[src/rtl/cas_pkg.sv]
// Shared constants and types for the timeslot-16 signaling inserter.
package cas_pkg;
    localparam int SIG_W     = 8;   // width of one signaling byte
    localparam int NUM_REGS  = 16;  // registers = frames per multiframe
    localparam int NUM_SLOTS = 32;  // timeslots per frame
    localparam int SIG_SLOT  = 16;  // timeslot carrying signaling
endpackage

[src/rtl/cas_sig_regs.sv]
// Host signaling register file with a switchable read view.
// Assumes one write per cycle. Reads are combinational and pick either the
// transmit registers or a byte of the receive signaling bus.
module cas_sig_regs #(
    parameter int W     = 8,
    parameter int NREG  = 16,
    localparam int AW   = $clog2(NREG)
) (
    input  logic              clk,
    input  logic              rst_n,
    input  logic              wr,
    input  logic [AW-1:0]     waddr,
    input  logic [W-1:0]      wdata,
    input  logic [AW-1:0]     raddr,
    input  logic              rd_tx_sel,
    input  logic [NREG*W-1:0] rx_sig,
    output logic [W-1:0]      rdata,
    output logic [NREG*W-1:0] regs_flat
);
    logic [W-1:0] regs_q [NREG];

    for (genvar i = 0; i < NREG; i++) begin : g_reg
        // Store the host byte when this index is written.
        always_ff @(posedge clk) begin
            if (!rst_n)
                regs_q[i] <= '0;
            else if (wr && (waddr == AW'(i)))
                regs_q[i] <= wdata;
        end
        assign regs_flat[i*W +: W] = regs_q[i];
    end

    // Read view select: transmit registers or the receive bus.
    always_comb begin
        if (rd_tx_sel)
            rdata = regs_q[raddr];
        else
            rdata = rx_sig[int'(raddr)*W +: W];
    end

    // a write lands at the addressed index.
    a_r1_write_lands: assert property (@(posedge clk) disable iff (!rst_n)
        wr |=> regs_q[$past(waddr)] == $past(wdata));
    // without a write, no register changes.
    a_r8_regs_hold: assert property (@(posedge clk) disable iff (!rst_n)
        !wr |=> $stable(regs_flat));
endmodule

[src/rtl/cas_mf_tracker.sv]
// Tracks timeslot and frame position of the input stream and keeps the
// sticky multiframe flag. Assumes in_mf_start is only meaningful with
// in_valid. The position of the current byte is resolved combinationally so
// the boundary byte itself counts as frame 0, timeslot 0.
module cas_mf_tracker #(
    parameter int SLOTS  = 32,
    parameter int FRAMES = 16,
    localparam int TSW   = $clog2(SLOTS),
    localparam int FRW   = $clog2(FRAMES)
) (
    input  logic           clk,
    input  logic           rst_n,
    input  logic           in_valid,
    input  logic           mf_start,
    input  logic           mf_clr,
    output logic           boundary,
    output logic [TSW-1:0] cur_ts,
    output logic [FRW-1:0] cur_fr,
    output logic           pos_ok,
    output logic           mf_flag
);
    logic [TSW-1:0] ts_q;
    logic [FRW-1:0] fr_q;
    logic           locked_q;

    assign boundary = in_valid && mf_start;

    // Position of the byte currently presented.
    always_comb begin
        cur_ts = mf_start ? '0 : ts_q;
        cur_fr = mf_start ? '0 : fr_q;
        pos_ok = mf_start || locked_q;
    end

    // Advance the position counters on every accepted byte.
    always_ff @(posedge clk) begin
        if (!rst_n) begin
            ts_q     <= '0;
            fr_q     <= '0;
            locked_q <= 1'b0;
        end else if (in_valid) begin
            locked_q <= locked_q || mf_start;
            if (cur_ts == TSW'(SLOTS-1)) begin
                ts_q <= '0;
                fr_q <= (cur_fr == FRW'(FRAMES-1)) ? '0 : cur_fr + 1'b1;
            end else begin
                ts_q <= cur_ts + 1'b1;
                fr_q <= cur_fr;
            end
        end
    end

    // Sticky flag: a boundary sets it and takes priority over a clear.
    always_ff @(posedge clk) begin
        if (!rst_n)
            mf_flag <= 1'b0;
        else if (boundary)
            mf_flag <= 1'b1;
        else if (mf_clr)
            mf_flag <= 1'b0;
    end

    // the flag is set after every boundary.
    a_r7_flag_set: assert property (@(posedge clk) disable iff (!rst_n)
        boundary |=> mf_flag);
    // a clear without a boundary drops the flag.
    a_r7_flag_clear: assert property (@(posedge clk) disable iff (!rst_n)
        (mf_clr && !boundary) |=> !mf_flag);
    // the byte after a boundary is timeslot 1 of frame 0.
    a_r4_pos_restart: assert property (@(posedge clk) disable iff (!rst_n)
        boundary |=> (ts_q == TSW'(1)) && (fr_q == '0));
endmodule

[src/rtl/cas_ts16_mux.sv]
// Snapshot buffer and output stage. Copies the register file into the
// snapshot at each boundary and replaces the signaling timeslot with entry
// [frame] when insertion is enabled and the position is known. One-cycle
// registered output.
module cas_ts16_mux #(
    parameter int W        = 8,
    parameter int NREG     = 16,
    parameter int SLOTS    = 32,
    parameter int SIG_SLOT = 16,
    localparam int TSW     = $clog2(SLOTS),
    localparam int FRW     = $clog2(NREG)
) (
    input  logic              clk,
    input  logic              rst_n,
    input  logic              boundary,
    input  logic [NREG*W-1:0] regs_flat,
    input  logic              in_valid,
    input  logic [W-1:0]      in_byte,
    input  logic [TSW-1:0]    cur_ts,
    input  logic [FRW-1:0]    cur_fr,
    input  logic              pos_ok,
    input  logic              ins_en,
    output logic              out_valid,
    output logic [W-1:0]      out_byte
);
    logic [W-1:0]      snap_q [NREG];
    logic [NREG*W-1:0] snap_flat;
    logic              take_sig;

    for (genvar i = 0; i < NREG; i++) begin : g_snap
        // Load this entry from its register at the boundary.
        always_ff @(posedge clk) begin
            if (!rst_n)
                snap_q[i] <= '0;
            else if (boundary)
                snap_q[i] <= regs_flat[i*W +: W];
        end
        assign snap_flat[i*W +: W] = snap_q[i];
    end

    // Decide whether the current byte is a signaling slot to replace.
    assign take_sig = ins_en && pos_ok && (cur_ts == TSW'(SIG_SLOT));

    // Register the outgoing byte and its strobe.
    always_ff @(posedge clk) begin
        if (!rst_n) begin
            out_valid <= 1'b0;
            out_byte  <= '0;
        end else begin
            out_valid <= in_valid;
            if (in_valid)
                out_byte <= take_sig ? snap_q[cur_fr] : in_byte;
        end
    end

    // the snapshot only moves at a boundary.
    a_r3_snap_stable: assert property (@(posedge clk) disable iff (!rst_n)
        !boundary |=> $stable(snap_flat));
    // with insertion off every byte passes through.
    a_r5_pass_when_off: assert property (@(posedge clk) disable iff (!rst_n)
        (in_valid && !ins_en) |=> out_byte == $past(in_byte));
    // an accepted byte appears one cycle later.
    a_r6_valid_follows: assert property (@(posedge clk) disable iff (!rst_n)
        in_valid |=> out_valid);
    // idle cycles hold the output byte.
    a_r6_idle_hold: assert property (@(posedge clk) disable iff (!rst_n)
        !in_valid |=> (!out_valid && $stable(out_byte)));
endmodule

[src/rtl/cas_tx_inserter.sv]
// Top level of the transmit timeslot-16 signaling inserter. Connects the
// host register file, the stream position tracker and the snapshot/output
// stage. Assumes a byte-wide stream with in_mf_start on frame 0, timeslot 0.
module cas_tx_inserter
    import cas_pkg::*;
#(
    parameter int W        = SIG_W,
    parameter int NREG     = NUM_REGS,
    parameter int SLOTS    = NUM_SLOTS,
    parameter int SIG_TS   = SIG_SLOT,
    localparam int AW      = $clog2(NREG),
    localparam int TSW     = $clog2(SLOTS),
    localparam int FRW     = $clog2(NREG)
) (
    input  logic              clk,
    input  logic              rst_n,
    input  logic              host_wr,
    input  logic [AW-1:0]     host_waddr,
    input  logic [W-1:0]      host_wdata,
    input  logic [AW-1:0]     host_raddr,
    input  logic              rd_tx_sel,
    output logic [W-1:0]      host_rdata,
    input  logic [NREG*W-1:0] rx_sig,
    input  logic              ins_en,
    input  logic              mf_clr,
    output logic              mf_flag,
    input  logic              in_valid,
    input  logic              in_mf_start,
    input  logic [W-1:0]      in_byte,
    output logic              out_valid,
    output logic [W-1:0]      out_byte
);
    logic [NREG*W-1:0] regs_flat;
    logic              boundary;
    logic [TSW-1:0]    cur_ts;
    logic [FRW-1:0]    cur_fr;
    logic              pos_ok;

    cas_sig_regs #(.W(W), .NREG(NREG)) u_regs (
        .clk       (clk),
        .rst_n     (rst_n),
        .wr        (host_wr),
        .waddr     (host_waddr),
        .wdata     (host_wdata),
        .raddr     (host_raddr),
        .rd_tx_sel (rd_tx_sel),
        .rx_sig    (rx_sig),
        .rdata     (host_rdata),
        .regs_flat (regs_flat)
    );

    cas_mf_tracker #(.SLOTS(SLOTS), .FRAMES(NREG)) u_track (
        .clk      (clk),
        .rst_n    (rst_n),
        .in_valid (in_valid),
        .mf_start (in_mf_start),
        .mf_clr   (mf_clr),
        .boundary (boundary),
        .cur_ts   (cur_ts),
        .cur_fr   (cur_fr),
        .pos_ok   (pos_ok),
        .mf_flag  (mf_flag)
    );

    cas_ts16_mux #(.W(W), .NREG(NREG), .SLOTS(SLOTS), .SIG_SLOT(SIG_TS)) u_mux (
        .clk       (clk),
        .rst_n     (rst_n),
        .boundary  (boundary),
        .regs_flat (regs_flat),
        .in_valid  (in_valid),
        .in_byte   (in_byte),
        .cur_ts    (cur_ts),
        .cur_fr    (cur_fr),
        .pos_ok    (pos_ok),
        .ins_en    (ins_en),
        .out_valid (out_valid),
        .out_byte  (out_byte)
    );
endmodule

[config.mk]
export PLATFORM = sky130hd
export DESIGN_NAME = cas_tx_inserter
export DESIGN_NICKNAME = d
export VERILOG_FILES = /design/src/rtl/cas_pkg.sv /design/src/rtl/cas_sig_regs.sv /design/src/rtl/cas_mf_tracker.sv /design/src/rtl/cas_ts16_mux.sv /design/src/rtl/cas_tx_inserter.sv
export SDC_FILE = /design/constraint.sdc
export NUM_CORES = 1
export LEC_CHECK = 0
export ABC_CLOCK_PERIOD_IN_PS = 8700
export BUFFER_PORTS_ARGS = -buffer_cell sky130_fd_sc_hd__buf_4
export CORE_MARGIN = 2
export CORE_UTILIZATION = 63
export DETAILED_ROUTE_END_ITERATION = 8
export GPL_TIMING_DRIVEN = 0
export HOLD_SLACK_MARGIN = 0.1
export PLACE_DENSITY = 0.9
export SYNTH_ARGS = -nofsm -noshare
export SYNTH_HDL_FRONTEND = slang
export SYNTH_SLANG_ARGS = --single-unit
[constraint.sdc]
create_clock -name clk -period 8.7 [get_ports clk]
set_input_delay 1.74 -clock clk [delete_from_list [all_inputs] [get_ports clk]]
set_output_delay 1.74 -clock clk [all_outputs]
set_load 0.01 [all_outputs]
==> results.json <==
{
  "wl_microns": 41100,
  "avgSynthCellArea_sq_um": 14.5,
  "hp-class": "flop to flop",
  "first_pass_iters": 5,
  "status": "completed",
  "grt_usage_pct": 36.8,
  "path_cells": "clkbuf_1 > clkbuf_1 > mux4_2 > mux4_2 > mux2_2 > buf_4",
  "cap_violations": 0,
  "hold_depth": 2,
  "final_antenna_net_count": 0,
  "drive_gt1_share_pct": 28.8,
  "crit_type": "input port to output pin",
  "finalHoldViolCount": 0,
  "grt_overflow": 0,
  "clock-sinks": 276,
  "leakage_nw": 6.03,
  "syn_nets": 1110,
  "synth-main-ff-cell": "edfxtp_1",
  "worstSetupEndpointType": "output pin",
  "clk_pin_slew_worst_paths_ns": 0.06,
  "fillCellCount": 1146,
  "cts_made_buffers": 29,
  "cpPeakStageDelay_ns": 0.87,
  "syn_to_final_growth_pct": 19.2,
  "synth_edf_count": 256,
  "cp-start-kind": "input port",
  "port_buffers": 172,
  "grt_max_degree": 68,
  "die_area_sq_um": 23000,
  "cts_hold_buf": 0,
  "required_ns": 6.96,
  "r2r_end": "u_mux.out_byte[3]",
  "seq_area_sq_um": 8090,
  "ys_seq_area_share_pct": 58.9,
  "die_h_microns": 152,
  "nNetsFinal": 1314,
  "start_util_pct": 64.7,
  "power.density_nw_per_um2": 195,
  "rsz0062_at_grt": "no",
  "die_width_microns": 152,
  "final_max_slew_viol_count": 0,
  "min_from": "u_track.mf_flag",
  "rr_worst_depth": 8,
  "regToRegSetupSlack_ns": 5.93,
  "setup_tns_ns": 0,
  "io_pins": 178,
  "crit_path_max_fanout": 10,
  "num_rows": 53,
  "ctsLongestPathBuffers": 3,
  "post-route-min-period_ns": 6.26,
  "htreeDepth": 1,
  "synth.distinct_cells": 39,
  "yosys_warnings": 0,
  "finalClockSkew_ns": 0.0278,
  "fin_area_sq_um": 16400,
  "finalCritPeriodShare_pct": 71.9,
  "drt_iter0_drc": 1421,
  "ys_ff_latch": 276,
  "tightest_slew_ns": 1.30,
  "min_to": "u_track.mf_flag",
  "max_freq_ghz": 0.160,
  "cts_tree": "done",
  "antenna_found_initial": 2,
  "vdd_drop_max_v": 0.000153,
  "grt_pass1_wl_microns": 59900,
  "gp_congestion": 0.969,
  "route.detailed.drc": 0,
  "grt_pass1_vias": 9529,
  "critical_path_arrival_ns": 4.52,
  "synthArstFlopShare_pct": 0,
  "dpl_cell_area_sq_um": 15400,
  "vias": 9801,
  "postCtsResizedCells": 0,
  "setup_viol": 0,
  "post_cts_buffers": 0,
  "dpl.hpwl_microns": 30200,
  "relSlewSlack_pct": 12.2,
  "syn_area_sq_um": 13700,
  "slowest_stage": "clkbuf_1",
  "clk_latency_ns": 0.56,
  "whs_ns": 0.457,
  "synthCells": 948,
  "rr_startpoint": "u_track.fr_q[1]",
  "detail_route.wl_per_cell_microns": 28.3,
  "ctsRootBufferMaster": "clkbuf_16",
  "multi_input_area_sq_um": 5330,
  "routed_via_density": 6.75,
  "core_area_sq_um": 21200
}
==> final cells by class <==
cell class	instances	share of cell area [%]
repair buffers	173	8.06
diodes	2	0.0306
flip-flops and latches	276	49.4
clock inverters	20	1.35
clock buffers	34	4.55
well taps	275	2.10
plain buffers	70	1.87
multi-input cells	599	32.6
inverters	3	0.0688
==> cell usage in the layout, fill, tap and decap left out, types with 3 or more instances in the layout <==
master     netlist  layout
o211ai_1         8       8
dfxtp_1         20      20
nand2b_1         7       7
o21ai_0         25      25
and2_1         261     261
buf_1            6       6
mux2_2          17      17
buf_4            6     178
nor3_1           8       8
clkbuf_1        47      52
nand3b_1        10      10
mux2i_1         27      27
mux4_2          88      88
inv_1            3       3
a2111oi_0        8       8
bufinv_16        0       5
nor2b_1         27      27
a22oi_1          8       8
a211oi_1        16      16
clkinv_2         0       4
edfxtp_1       256     256
a21oi_1         10      10
nand3_1         13      13
nand2_1         20      19
a221oi_1         8       8
nor2_1          20      20
buf_2           10      10
clkbuf_16        0      29
clkinv_1         0       9
==> routing by layer <==
metal | up-vias | routed length, microns | track usage, %
met5 | - | 15 | 0
met1 | 4706 | 14100 | 50.7
met2 | 959 | 18600 | 56.2
met3 | 143 | 6730 | 12.5
li1 | 3991 | - | -
met4 | 2 | 1610 | 11.7
==> power breakdown <==
part | switching, mW | internal, mW | leakage, nW | total [mW]
sequential | 0.0533 | 1.53 | 2.77 | 1.59
clock | 0.513 | 0.758 | 0.473 | 1.27
combinational | 0.164 | 0.164 | 2.78 | 0.328
total | 0.731 | 2.45 | 6.03 | 3.18
==> cells in the mapped netlist, types with 7 or more instances <==
cell type	n	share of area (%)
a2111oi_0	8	0.51
a211oi_1	16	0.88
a21oi_1	10	0.36
a221oi_1	8	0.51
a22oi_1	8	0.44
and2_1	261	12
buf_2	10	0.36
clkbuf_1	47	1.3
dfxtp_1	20	2.9
edfxtp_1	256	56
mux2_2	17	1.4
mux2i_1	27	2.0
mux4_2	88	14
nand2_1	20	0.55
nand2b_1	7	0.32
nand3_1	13	0.47
nand3b_1	10	0.55
nor2_1	20	0.55
nor2b_1	27	1.2
nor3_1	8	0.29
o211ai_1	8	0.44
o21ai_0	25	0.91
==> worst max-delay path: cells and delay by family <==
family                 cells  cell delay [ns]
muxes                      3             1.31
buffers and inverters      3             1.46
==> metrics by stage <==
| step | worst slack, ns | std cells | power (mW) | utilization (%) |
|---|---|---|---|---|
| after floorplan | 3.15 | 948 | 1.75 | - |
| after global placement | 1.59 | 1395 | 1.91 | 72.4 |
| after detailed placement | 2.57 | 1396 | 1.92 | 72.5 |
| after CTS | 2.55 | 1450 | 3.16 | 77.1 |
| after global routing | 2.43 | 1450 | 3.24 | 77.1 |
| final | 2.44 | 1452 | 3.18 | 77.1 |
==> state kept, by name, summed over array words and instances (netlist names) <==
name / count
u_track.mf_flag: 1
u_mux.snap_q: 128
u_track.locked_q: 1
u_track.fr_q: 4
u_mux.out_byte: 8
u_track.ts_q: 5
u_mux.out_valid: 1
u_regs.regs_q: 128
==> worst max-delay path by stage <==
stage,start,endpoint
global placement,rst_n,u_mux.snap_q[12][3]
finish,host_raddr[1],host_rdata[7]
detailed placement,host_raddr[1],host_rdata[3]
CTS,host_raddr[1],host_rdata[2]
floorplan,in_mf_start,u_mux.snap_q[0][0]
global route,host_raddr[1],host_rdata[4]
==> cell families after synthesis <==
group | count (synthesis) | synth area share (%)
and+or+nand+nor | 373 | 16.2
DFF | 276 | 58.9
muxes | 132 | 17.8
AOI/OAI and AO/OA | 91 | 4.52
buffers and inverters | 73 | 2.31
xor gates and xnor gates | 1 | 0.0638
adders and majority gates | 2 | 0.182
Note: power is estimated with default switching activity, not from simulation.
